`config.mk`:
```
export PLATFORM = sky130hd
export DESIGN_NAME = fpstk_ctrl
export DESIGN_NICKNAME = d
export VERILOG_FILES = /design/src/rtl/fpstk_pkg.sv /design/src/rtl/fpstk_regs.sv /design/src/rtl/fpstk_tags.sv /design/src/rtl/fpstk_stat.sv /design/src/rtl/fpstk_ctrl.sv
export SDC_FILE = /design/constraint.sdc
export NUM_CORES = 1
export LEC_CHECK = 0
export BUFFER_PORTS_ARGS = -buffer_cell sky130_fd_sc_hd__clkbuf_2
export CAP_MARGIN = 30
export CORE_ASPECT_RATIO = 1.75
export CORE_UTILIZATION = 41
export DETAILED_ROUTE_END_ITERATION = 12
export PLACE_DENSITY = 0.6
export SYNTH_ARGS = -nofsm -noshare
export SYNTH_HDL_FRONTEND = slang
export SYNTH_SLANG_ARGS = --single-unit
```
`constraint.sdc`:
```
create_clock -name clk -period 4.25 [get_ports clk]
set_input_delay 0.425 -clock clk [delete_from_list [all_inputs] [get_ports clk]]
set_output_delay 0.425 -clock clk [all_outputs]
set_load 0.02 [all_outputs]
```
`src/rtl/fpstk_pkg.sv`:
```
package fpstk_pkg;
  localparam int DEPTH = 8;
  localparam int PW    = $clog2(DEPTH);
  localparam int DW    = 64;
  localparam int TW    = 2 * DEPTH;
  localparam int SW    = 16;

  typedef enum logic [3:0] {
    CMD_NOP   = 4'd0,
    CMD_READ  = 4'd1,
    CMD_PUSH  = 4'd2,
    CMD_POP   = 4'd3,
    CMD_INC   = 4'd4,
    CMD_DEC   = 4'd5,
    CMD_FREE  = 4'd6,
    CMD_INIT  = 4'd7,
    CMD_WRPOP = 4'd8
  } cmd_e;

  localparam logic [1:0]    TAG_VALID = 2'b00;
  localparam logic [1:0]    TAG_EMPTY = 2'b11;
  localparam int            SB_IE     = 0;
  localparam int            SB_SF     = 6;
  localparam int            SB_C1     = 9;
  localparam int            SB_TOP    = 11;
  localparam logic [SW-1:0] CW_INIT   = 16'h037F;
  localparam logic [DW-1:0] NAN_NEG   = 64'hFFF8_0000_0000_0000;

  function automatic logic [1:0] tag_of(input logic [TW-1:0] t, input logic [PW-1:0] p);
    return t[2*p +: 2];
  endfunction
endpackage

```
`src/rtl/fpstk_regs.sv`:
```
module fpstk_regs #(
  parameter int DEPTH = 8,
  parameter int DW    = 64,
  localparam int AW   = $clog2(DEPTH)
) (
  input  logic          clk,
  input  logic          rst_n,
  input  logic          wr_en_i,
  input  logic [AW-1:0] wr_addr_i,
  input  logic [DW-1:0] wr_data_i,
  input  logic [AW-1:0] rd_addr_a_i,
  output logic [DW-1:0] rd_data_a_o,
  input  logic [AW-1:0] rd_addr_b_i,
  output logic [DW-1:0] rd_data_b_o
);
  logic [DW-1:0] mem_q [DEPTH];

  for (genvar g = 0; g < DEPTH; g++) begin : g_slot
    logic slot_en;
    assign slot_en = wr_en_i && (wr_addr_i == AW'(g));
    always_ff @(posedge clk or negedge rst_n) begin
      if (!rst_n)       mem_q[g] <= '0;
      else if (slot_en) mem_q[g] <= wr_data_i;
    end
  end

  assign rd_data_a_o = mem_q[rd_addr_a_i];
  assign rd_data_b_o = mem_q[rd_addr_b_i];
endmodule

```
`src/rtl/fpstk_tags.sv`:
```
module fpstk_tags #(
  parameter int DEPTH = 8,
  localparam int AW   = $clog2(DEPTH),
  localparam int TW   = 2 * DEPTH
) (
  input  logic          clk,
  input  logic          rst_n,
  input  logic          init_i,
  input  logic          set_en_i,
  input  logic [AW-1:0] set_addr_i,
  input  logic          clr_en_i,
  input  logic [AW-1:0] clr_addr_i,
  output logic [TW-1:0] tags_o
);
  for (genvar g = 0; g < DEPTH; g++) begin : g_tag
    logic [1:0] tag_d, tag_q;
    logic       hit_set, hit_clr;
    assign hit_set = set_en_i && (set_addr_i == AW'(g));
    assign hit_clr = clr_en_i && (clr_addr_i == AW'(g));

    // clear is applied after set so a write-then-pop of one slot ends empty
    always_comb begin
      tag_d = tag_q;
      if (hit_set) tag_d = fpstk_pkg::TAG_VALID;
      if (hit_clr) tag_d = fpstk_pkg::TAG_EMPTY;
      if (init_i)  tag_d = fpstk_pkg::TAG_EMPTY;
    end

    always_ff @(posedge clk or negedge rst_n) begin
      if (!rst_n) tag_q <= fpstk_pkg::TAG_EMPTY;
      else        tag_q <= tag_d;
    end

    assign tags_o[2*g +: 2] = tag_q;
  end
endmodule

```
`src/rtl/fpstk_stat.sv`:
```
module fpstk_stat
  import fpstk_pkg::*;
#(
  parameter int PTR_W = 3
) (
  input  logic             clk,
  input  logic             rst_n,
  input  logic [3:0]       cmd_i,
  input  logic             idx_zero_i,
  input  logic             idx_empty_i,
  input  logic             top_empty_i,
  input  logic             below_empty_i,
  output logic [SW-1:0]    status_o,
  output logic [PTR_W-1:0] top_o
);
  logic [SW-1:0]    st_d, st_q;
  logic [PTR_W-1:0] top_d;
  logic             ovf, unf;

  assign top_o = st_q[SB_TOP +: PTR_W];

  always_comb begin
    st_d  = st_q;
    top_d = top_o;
    ovf   = 1'b0;
    unf   = 1'b0;
    case (cmd_i)
      CMD_PUSH: begin
        top_d = top_o - PTR_W'(1);
        ovf   = !below_empty_i;
      end
      CMD_POP: begin
        top_d = top_o + PTR_W'(1);
        unf   = top_empty_i;
      end
      CMD_WRPOP: begin
        top_d = top_o + PTR_W'(1);
        unf   = top_empty_i && !idx_zero_i;
      end
      CMD_READ: unf   = idx_empty_i;
      CMD_INC:  top_d = top_o + PTR_W'(1);
      CMD_DEC:  top_d = top_o - PTR_W'(1);
      default: ;
    endcase
    st_d[SB_TOP +: PTR_W] = top_d;
    if (ovf) begin
      st_d[SB_IE] = 1'b1;
      st_d[SB_SF] = 1'b1;
      st_d[SB_C1] = 1'b1;
    end
    if (unf) begin
      st_d[SB_IE] = 1'b1;
      st_d[SB_SF] = 1'b1;
      st_d[SB_C1] = 1'b0;
    end
    if (cmd_i == CMD_INIT) st_d = '0;
  end

  always_ff @(posedge clk or negedge rst_n) begin
    if (!rst_n) st_q <= '0;
    else        st_q <= st_d;
  end

  assign status_o = st_q;

  AST_PUSH_TOP_DEC: assert property (@(posedge clk) disable iff (!rst_n)
    cmd_i == CMD_PUSH |=> top_o == PTR_W'($past(top_o) - PTR_W'(1)));
  AST_PUSH_OVERFLOW: assert property (@(posedge clk) disable iff (!rst_n)
    (cmd_i == CMD_PUSH && !below_empty_i) |=> (status_o[SB_IE] && status_o[SB_SF] && status_o[SB_C1]));
  AST_POP_UNDERFLOW: assert property (@(posedge clk) disable iff (!rst_n)
    (cmd_i == CMD_POP && top_empty_i) |=> (status_o[SB_IE] && status_o[SB_SF] && !status_o[SB_C1]));
  AST_INIT_CLEARS: assert property (@(posedge clk) disable iff (!rst_n)
    cmd_i == CMD_INIT |=> status_o == '0);
  AST_FAULT_STICKY: assert property (@(posedge clk) disable iff (!rst_n)
    (status_o[SB_IE] && cmd_i != CMD_INIT) |=> status_o[SB_IE]);
endmodule

```
`src/rtl/fpstk_ctrl.sv`:
```
module fpstk_ctrl
  import fpstk_pkg::*;
(
  input  logic          clk,
  input  logic          rst_n,
  input  logic [3:0]    cmd_i,
  input  logic [PW-1:0] idx_i,
  input  logic [DW-1:0] wdata_i,
  output logic [DW-1:0] rdata_o,
  output logic [SW-1:0] status_o,
  output logic [SW-1:0] control_o,
  output logic [TW-1:0] tags_o
);
  logic [PW-1:0] top, phys_idx, phys_below;
  logic          idx_empty, top_empty, below_empty, idx_zero;
  logic [DW-1:0] val_idx, val_top;
  logic          wr_en, set_en, clr_en, is_init;
  logic [PW-1:0] wr_addr, clr_addr;
  logic [DW-1:0] rd_d, rd_q;
  logic          rd_en;

  assign phys_idx    = idx_i + top;
  assign phys_below  = top - PW'(1);
  assign idx_zero    = (idx_i == '0);
  assign idx_empty   = (tag_of(tags_o, phys_idx)   == TAG_EMPTY);
  assign top_empty   = (tag_of(tags_o, top)        == TAG_EMPTY);
  assign below_empty = (tag_of(tags_o, phys_below) == TAG_EMPTY);

  assign is_init  = (cmd_i == CMD_INIT);
  assign wr_en    = (cmd_i == CMD_PUSH) || (cmd_i == CMD_WRPOP);
  assign wr_addr  = (cmd_i == CMD_PUSH) ? phys_below : phys_idx;
  assign set_en   = wr_en;
  assign clr_en   = (cmd_i == CMD_POP) || (cmd_i == CMD_WRPOP) || (cmd_i == CMD_FREE);
  assign clr_addr = (cmd_i == CMD_FREE) ? phys_idx : top;

  fpstk_regs #(.DEPTH(DEPTH), .DW(DW)) u_regs (
    .clk         (clk),
    .rst_n       (rst_n),
    .wr_en_i     (wr_en),
    .wr_addr_i   (wr_addr),
    .wr_data_i   (wdata_i),
    .rd_addr_a_i (phys_idx),
    .rd_data_a_o (val_idx),
    .rd_addr_b_i (top),
    .rd_data_b_o (val_top)
  );

  fpstk_tags #(.DEPTH(DEPTH)) u_tags (
    .clk        (clk),
    .rst_n      (rst_n),
    .init_i     (is_init),
    .set_en_i   (set_en),
    .set_addr_i (wr_addr),
    .clr_en_i   (clr_en),
    .clr_addr_i (clr_addr),
    .tags_o     (tags_o)
  );

  fpstk_stat #(.PTR_W(PW)) u_stat (
    .clk           (clk),
    .rst_n         (rst_n),
    .cmd_i         (cmd_i),
    .idx_zero_i    (idx_zero),
    .idx_empty_i   (idx_empty),
    .top_empty_i   (top_empty),
    .below_empty_i (below_empty),
    .status_o      (status_o),
    .top_o         (top)
  );

  // registered result path
  always_comb begin
    rd_en = 1'b1;
    rd_d  = rd_q;
    case (cmd_i)
      CMD_READ:  rd_d = idx_empty ? NAN_NEG : val_idx;
      CMD_POP:   rd_d = top_empty ? NAN_NEG : val_top;
      CMD_WRPOP: rd_d = idx_zero ? wdata_i : (top_empty ? NAN_NEG : val_top);
      default:   rd_en = 1'b0;
    endcase
  end

  always_ff @(posedge clk or negedge rst_n) begin
    if (!rst_n)     rd_q <= '0;
    else if (rd_en) rd_q <= rd_d;
  end

  assign rdata_o   = rd_q;
  assign control_o = CW_INIT;

  AST_STEP_KEEPS_TAGS: assert property (@(posedge clk) disable iff (!rst_n)
    (cmd_i == CMD_INC || cmd_i == CMD_DEC) |=> $stable(tags_o));
  AST_FREE_KEEPS_TOP: assert property (@(posedge clk) disable iff (!rst_n)
    cmd_i == CMD_FREE |=> $stable(top));
  AST_PUSH_MARKS_VALID: assert property (@(posedge clk) disable iff (!rst_n)
    cmd_i == CMD_PUSH |=> tag_of(tags_o, top) == TAG_VALID);
  AST_POP_MARKS_EMPTY: assert property (@(posedge clk) disable iff (!rst_n)
    cmd_i == CMD_POP |=> tag_of(tags_o, top - PW'(1)) == TAG_EMPTY);
  AST_IDLE_HOLDS: assert property (@(posedge clk) disable iff (!rst_n)
    (cmd_i == CMD_NOP || cmd_i > CMD_WRPOP) |=> ($stable(status_o) && $stable(tags_o) && $stable(rdata_o)));
endmodule

```
==> flow_metrics.py, run 1 <==
metrics = {
    "outcome": {
        "status": "completed",
    },
    "setup_path": {
        "worst-setup-path-type": "flip-flop to flip-flop",
        "reg2reg_from": "u_stat.status_o[11]$_DFFE_PN0P_",
        "regToRegEndpoint": "rdata_o[9]$_DFFE_PN0P_",
        "crit_end": "rdata_o[9]$_DFFE_PN0P_",
        "crit_path_start": "u_stat.status_o[11]$_DFFE_PN0P_",
        "rrSetupSlack_ns": 0.82,
        "end_kind": "flip-flop",
        "r2r_cells": 6,
        "startpoint_type": "flip-flop",
        "crit_required_ns": 4.76,
        "critPathMaxFanout": 125,
        "arrival_ns": 3.94,
    },
    "floorplanning": {
        "initial_core_util_pct": 41.4,
        "num_io_pins": 185,
        "chipWidth_um": 216,
        "core_sq_um": 79700,
        "die_area_sq_um": 81600,
        "dieHeight_um": 377,
        "rows": 137,
    },
    "yosys": {
        "synth-seq-cells": 589,
        "yosysMostFrequentCell": "dfrtp_1",
        "synth_top_area_share_pct": 44.1,
        "ys.flop_type": "dfrtp_1",
        "synth-xor-area-share_pct": 0.194,
        "yosysWarnings": 0,
        "synth_top_family_by_area": "multiplexers",
        "synth_area_leaders": "dfrtp_1, mux2_4, mux4_2, mux2_2, mux2i_1",
        "synthAdderAreaFrac_pct": 0.175,
        "yosysUniqueCellTypes": 66,
        "async_flop_share_pct": 100,
        "yosys.area_share.simple_pct": 2.98,
        "synthMuxAreaShare_pct": 41.3,
        "netlist_area_sq_um": 33000,
        "synth_cells": 2166,
        "synth_edf_count": 0,
        "syn_area_per_cell_sq_um": 15.2,
        "synth_compound_area_share_pct": 6.21,
        "ys_seq_area_share_pct": 44.7,
        "yosysTopAreaCell": "dfrtp_1",
        "synth_top_cells_by_count": "dfrtp_1, mux2_4, mux4_2",
    },
    "clock_network": {
        "cts_root_buffer": "clkbuf_16",
        "cts_tree": "done",
        "cts_buffers": 58,
        "cts_max_level": 2,
        "cts_buffer_depth": 3,
        "clock-sinks": 589,
        "cts.clk_slew.worst_paths_ns": 0.07,
        "clk_latency_ns": 0.66,
    },
    "power": {
        "pwr_density_cell_nw_per_um2": 739,
        "vdd_drop_max_mv": 0.510,
        "power.leakage_nw": 16.3,
        "power_mw": 27.1,
    },
    "global_routing": {
        "grt_first_pass_wirelength_mm": 144,
        "grt_max_degree": 126,
        "gr-total-overflow": 0,
        "track_usage_pct": 23.1,
        "grt_pass1_vias": 22457,
        "antenna_found_initial": 13,
    },
    "final_layout": {
        "fill_cells": 6929,
        "fin_nets": 2319,
        "fin_cells": 3340,
        "syn_to_final_growth_pct": 11.1,
        "finalInstanceArea_sq_um": 36600,
        "layout-drive-gt1-share_pct": 47.7,
    },
    "place": {
        "hpwlAfterDp_mm": 52.2,
        "gp_congestion": 0.784,
        "dp_cells": 3223,
        "io_buffers": 158,
        "placed_area_sq_um": 34600,
    },
    "route": {
        "drt_iter0_drc": 1634,
        "post-route-drc-count": 0,
        "drt-total-wl_mm": 92.9,
        "viasPerCell": 6.16,
        "postRouteAntennaNets": 0,
        "drt_pre_antenna_iters": 5,
        "num_vias": 20563,
        "wl_per_cell_um": 27.8,
    },
    "timing": {
        "maxSlewHeadroom_pct": 29.9,
        "rsz0062_at_grt": "no",
        "fin_setup_tns_ns": 0,
        "setup_viol": 0,
        "slew_viol_final": 0,
        "fin_crit_ns": 3.43,
        "whs_ns": 0.130,
        "worstMarginPinSlew_ns": 1.05,
        "hold_viol": 0,
        "period_share_pct": 80.8,
        "max_freq_mhz": 291,
        "skew_ns": 0.0386,
    },
    "hold_path": {
        "hold_class": "primary input to flip-flop",
    },
    "flow_run": {
        "cap_violations": 0,
    },
}
## critical path, stage by stage, from the launching register on
cell and delay [ns]:
dfrtp_4 0.45, buf_12 0.79, buf_4 0.78, mux4_2 0.61
mux2i_1 0.17, o211ai_1 0.13, o22a_1 0.24
## repair_timing
| action | CTS | global route |
|---|---|---|
| buffers inserted | 0 | 0 |
| resized for setup | 0 | 0 |
| hold endpoints to repair | 103 | 0 |
| hold buffers | 1 | 0 |
## power breakdown
part           internal (mW)  total [mW]  switching (mW)
sequential              8.08        10.3            2.18
clock                   3.12        5.50            2.37
combinational           6.63        11.3            4.67
## metal layers
| layer | vias up | wire, um | global-route usage (%) |
|---|---|---|---|
| li1 | 8460 | - | - |
| met1 | 11168 | 37900 | 29.7 |
| met2 | 736 | 46700 | 38.9 |
| met3 | 183 | 5320 | 4.31 |
| met4 | 16 | 2900 | 8.34 |
| met5 | - | 103 | 0 |
## cell families after synthesis
kind of cell             count (synthesis)
multiplexers                           851
AO/OA/AOI/OAI                          270
AND/OR/NAND/NOR                        216
adder cells (fa/ha/maj)                  4
flip-flops                             589
other                                    2
buffers and inverters                  230
XOR/XNOR                                 4
## cells in the final DEF (no fill, tap or decap), types with 4 or more instances in the layout
master / n
clkbuf_8: 11
mux2i_1: 100
o21ai_0: 23
o22ai_1: 14
inv_1: 11
mux2_2: 121
dfrtp_1: 578
clkinv_2: 15
nor3_1: 6
clkbuf_1: 11
a22oi_1: 81
diode_2: 7
nor2b_4: 4
o21ai_4: 4
o22a_1: 53
clkbuf_16: 59
clkbuf_2: 157
nand2_1: 92
buf_12: 26
buf_4: 26
a21oi_1: 8
o211ai_1: 52
mux2_4: 392
bufinv_16: 6
dfstp_2: 8
o32a_1: 11
conb_1: 26
mux4_2: 238
nor2b_1: 6
nor2_1: 74
## state kept, by name, indices dropped and copies added, names as in the netlist
register / flops
rdata_o: 64
u_stat.status_o: 5
u_tags.g_tag.tag_q: 8
u_regs.mem_q: 512
## how the worst min path moves through the flow
stage               cells past startpoint                             to                     from  slack, ns
floorplan                               0         rdata_o[0]$_DFFE_PN0P_                    rst_n       0.13
global route                            2  u_regs.mem_q[443]$_DFFE_PN0P_              wdata_i[59]       0.14
CTS                                     2  u_regs.mem_q[511]$_DFFE_PN0P_              wdata_i[63]       0.10
finish                                  2  u_regs.mem_q[511]$_DFFE_PN0P_              wdata_i[63]       0.13
detailed placement                      1        rdata_o[61]$_DFFE_PN0P_  rdata_o[61]$_DFFE_PN0P_       0.49
global placement                        1         rdata_o[8]$_DFFE_PN0P_   rdata_o[8]$_DFFE_PN0P_       0.49
## area by class of cell
type	count	area [sq um]	area share (%)
flip-flops and latches	589	14800	40.3
repair buffers	211	1530	4.17
clock inverters	28	335	0.915
inverters	11	41.3	0.113
diodes	7	17.5	0.0478
clock buffers	81	1670	4.56
multi-input cells	1371	17000	46.3
well taps	1042	1300	3.56
## metrics by stage
stage | utilization (%) | setup WS [ns]
after global placement | 43.4 | 0.887
after detailed placement | 43.4 | 0.812
after floorplan | - | 1.05
final | 46.0 | 0.817
after global routing | 45.9 | 0.626
after CTS | 45.9 | 0.764
No activity file was read; power rests on OpenSTA's default activity.
==> run 2, diff against run 1 <==
==> constraint.sdc (replaced) <==
create_clock -name clk -period 3.4 [get_ports clk]
set_input_delay 0.34 -clock clk [delete_from_list [all_inputs] [get_ports clk]]
set_output_delay 0.34 -clock clk [all_outputs]
set_load 0.02 [all_outputs]
==> flow_metrics.py, run 2 (synthesis results as in run 1) <==
metrics = {
    "floorplanning": {
        "chipWidth_um": 216,
        "dieHeight_um": 377,
        "die_area_sq_um": 81600,
        "initial_core_util_pct": 41.4,
        "core_sq_um": 79700,
        "num_io_pins": 185,
        "rows": 137,
    },
    "clock_network": {
        "cts_tree": "done",
        "cts_max_level": 2,
        "cts_root_buffer": "clkbuf_16",
        "cts_setup_buffers": 0,
        "hold_buffers": 1,
        "cts.clk_slew.worst_paths_ns": 0.07,
        "clock-sinks": 589,
        "cts_resized": 0,
        "clk_latency_ns": 0.64,
        "cts_buffer_depth": 3,
        "cts_buffers": 58,
    },
    "setup_path": {
        "cpMaxStageDelayCell": "fa_4",
        "path_cells": "ha_4 -> inv_1 -> fa_4 -> buf_12 -> nor3_1 -> o21ai_4 -> buf_12 -> mux2_4",
        "critPathMaxStageDelay_ns": 0.69,
        "crit_top_cell": "buf_12",
        "end_kind": "flip-flop",
        "arrival_ns": 3.76,
        "critPathMaxFanout": 30,
        "rrSetupSlack_ns": 0.15,
        "crit_required_ns": 3.91,
        "worst-setup-path-type": "flip-flop to flip-flop",
        "crit_buf_inv": 3,
        "startpoint_type": "flip-flop",
        "cp_top_family": "adder cells",
    },
    "timing": {
        "period_share_pct": 95.6,
        "maxSlewHeadroom_pct": 33.7,
        "fin_crit_ns": 3.25,
        "slew_viol_final": 0,
        "worstMarginPinSlew_ns": 0.995,
        "skew_ns": 0.0295,
        "setup_viol": 0,
        "max_freq_mhz": 308,
        "hold_viol": 0,
        "rsz0062_at_grt": "no",
        "fin_setup_tns_ns": 0,
        "finalWorstSetupSlack_ns": 0.149,
    },
    "route": {
        "viasPerCell": 6.09,
        "dr.max_layer_used": "met5",
        "wl_met2_mm": 47.7,
        "wl_met3_mm": 5.25,
        "wl_per_cell_um": 27.8,
        "num_vias": 20529,
        "drt_iter0_drc": 1509,
        "post-route-drc-count": 0,
        "drt-total-wl_mm": 93.6,
        "postRouteAntennaNets": 0,
        "drt_pre_antenna_iters": 7,
        "wl_met1_mm": 37.5,
    },
    "power": {
        "pwr_density_cell_nw_per_um2": 923,
        "power.leakage_nw": 16.5,
        "vdd_drop_max_mv": 0.744,
    },
    "global_routing": {
        "antenna_found_initial": 11,
        "gr-total-overflow": 0,
        "grt_pass1_vias": 22500,
        "track_usage_pct": 23.2,
        "grt_first_pass_wirelength_mm": 145,
        "grt_max_degree": 119,
    },
    "final_layout": {
        "fill_cells": 6941,
        "layout_common_cells": "dfrtp_1, mux2_4, mux4_2",
        "fin_cells": 3372,
        "regMostFlops": "u_regs.mem_q",
        "final_common_cell": "dfrtp_1",
        "layout-drive-gt1-share_pct": 48.7,
        "syn_to_final_growth_pct": 12.7,
        "largest_reg_flops": 512,
        "register_area_sq_um": 14800,
        "multi_input_area_sq_um": 17000,
        "fin_nets": 2354,
    },
    "outcome": {
        "status": "completed",
    },
    "hold_path": {
        "hold_class": "primary input to flip-flop",
    },
    "place": {
        "gp_congestion": 0.822,
        "dp_cells": 3258,
        "pre_cts_slack_ns": 0.145,
        "hpwlAfterDp_mm": 55.0,
        "io_buffers": 158,
    },
    "flow_run": {
        "cap_violations": 0,
    },
}
[run 2: cell types whose count changed in the layout (fill, tap and decap cells not counted), sizes merged]
cell / delta
clkinv: -3
bufinv: +3
inv: -1
buf: +35
clkbuf: +1
diode: -3
[run 2: power by group]
group	leakage, nW	switching [mW]	internal, mW
registers	7.46	2.66	10.1
clock network	1.06	2.92	4.27
logic	8.01	5.91	8.42
[run 2: final cells by class]
type / count / share of cell area [%]
Tap cell: 1042 / 3.51
Sequential cell: 589 / 39.7
Multi-Input combinational cell: 1371 / 45.7
Antenna cell: 4 / 0.0270
Clock buffer: 82 / 4.73
Timing Repair Buffer: 246 / 5.16
Inverter: 11 / 0.111
Clock inverter: 27 / 1.00
[run 2: per-stage QoR]
stage	area, sq um	hold WS, ns	total power [mW]	utilization [%]
finish	37100	0.0731	34.3	46.6
CTS	37100	0.0343	34.5	46.6
global route	37100	0.0591	36.0	46.6
global placement	35000	0.464	26.6	43.9
detailed placement	35000	0.477	27.1	43.9
floorplan	33100	0.0444	23.1	-
[run 2: path summary, 6_finish.rpt]
kind | startpoint | endpoint | cells after the start
min | wdata_i[1] | u_regs.mem_q[193]$_DFFE_PN0P_ | 2
min reg2reg | rdata_o[54]$_DFFE_PN0P_ | rdata_o[54]$_DFFE_PN0P_ | 1
max in group asynchronous | rst_n | rdata_o[38]$_DFFE_PN0P_ | 3
max | u_stat.status_o[11]$_DFFE_PN0P_ | u_regs.mem_q[277]$_DFFE_PN0P_ | 8
max reg2reg | u_stat.status_o[11]$_DFFE_PN0P_ | u_regs.mem_q[277]$_DFFE_PN0P_ | 8
min in group asynchronous | rst_n | u_regs.mem_q[401]$_DFFE_PN0P_ | 2
[run 2: metal layers]
| metal | global-route usage, % | up-vias |
|---|---|---|
| li1 | - | 8509 |
| met5 | 0 | - |
| met4 | 8.77 | 12 |
| met3 | 3.84 | 196 |
| met1 | 29.3 | 11060 |
| met2 | 39.9 | 752 |
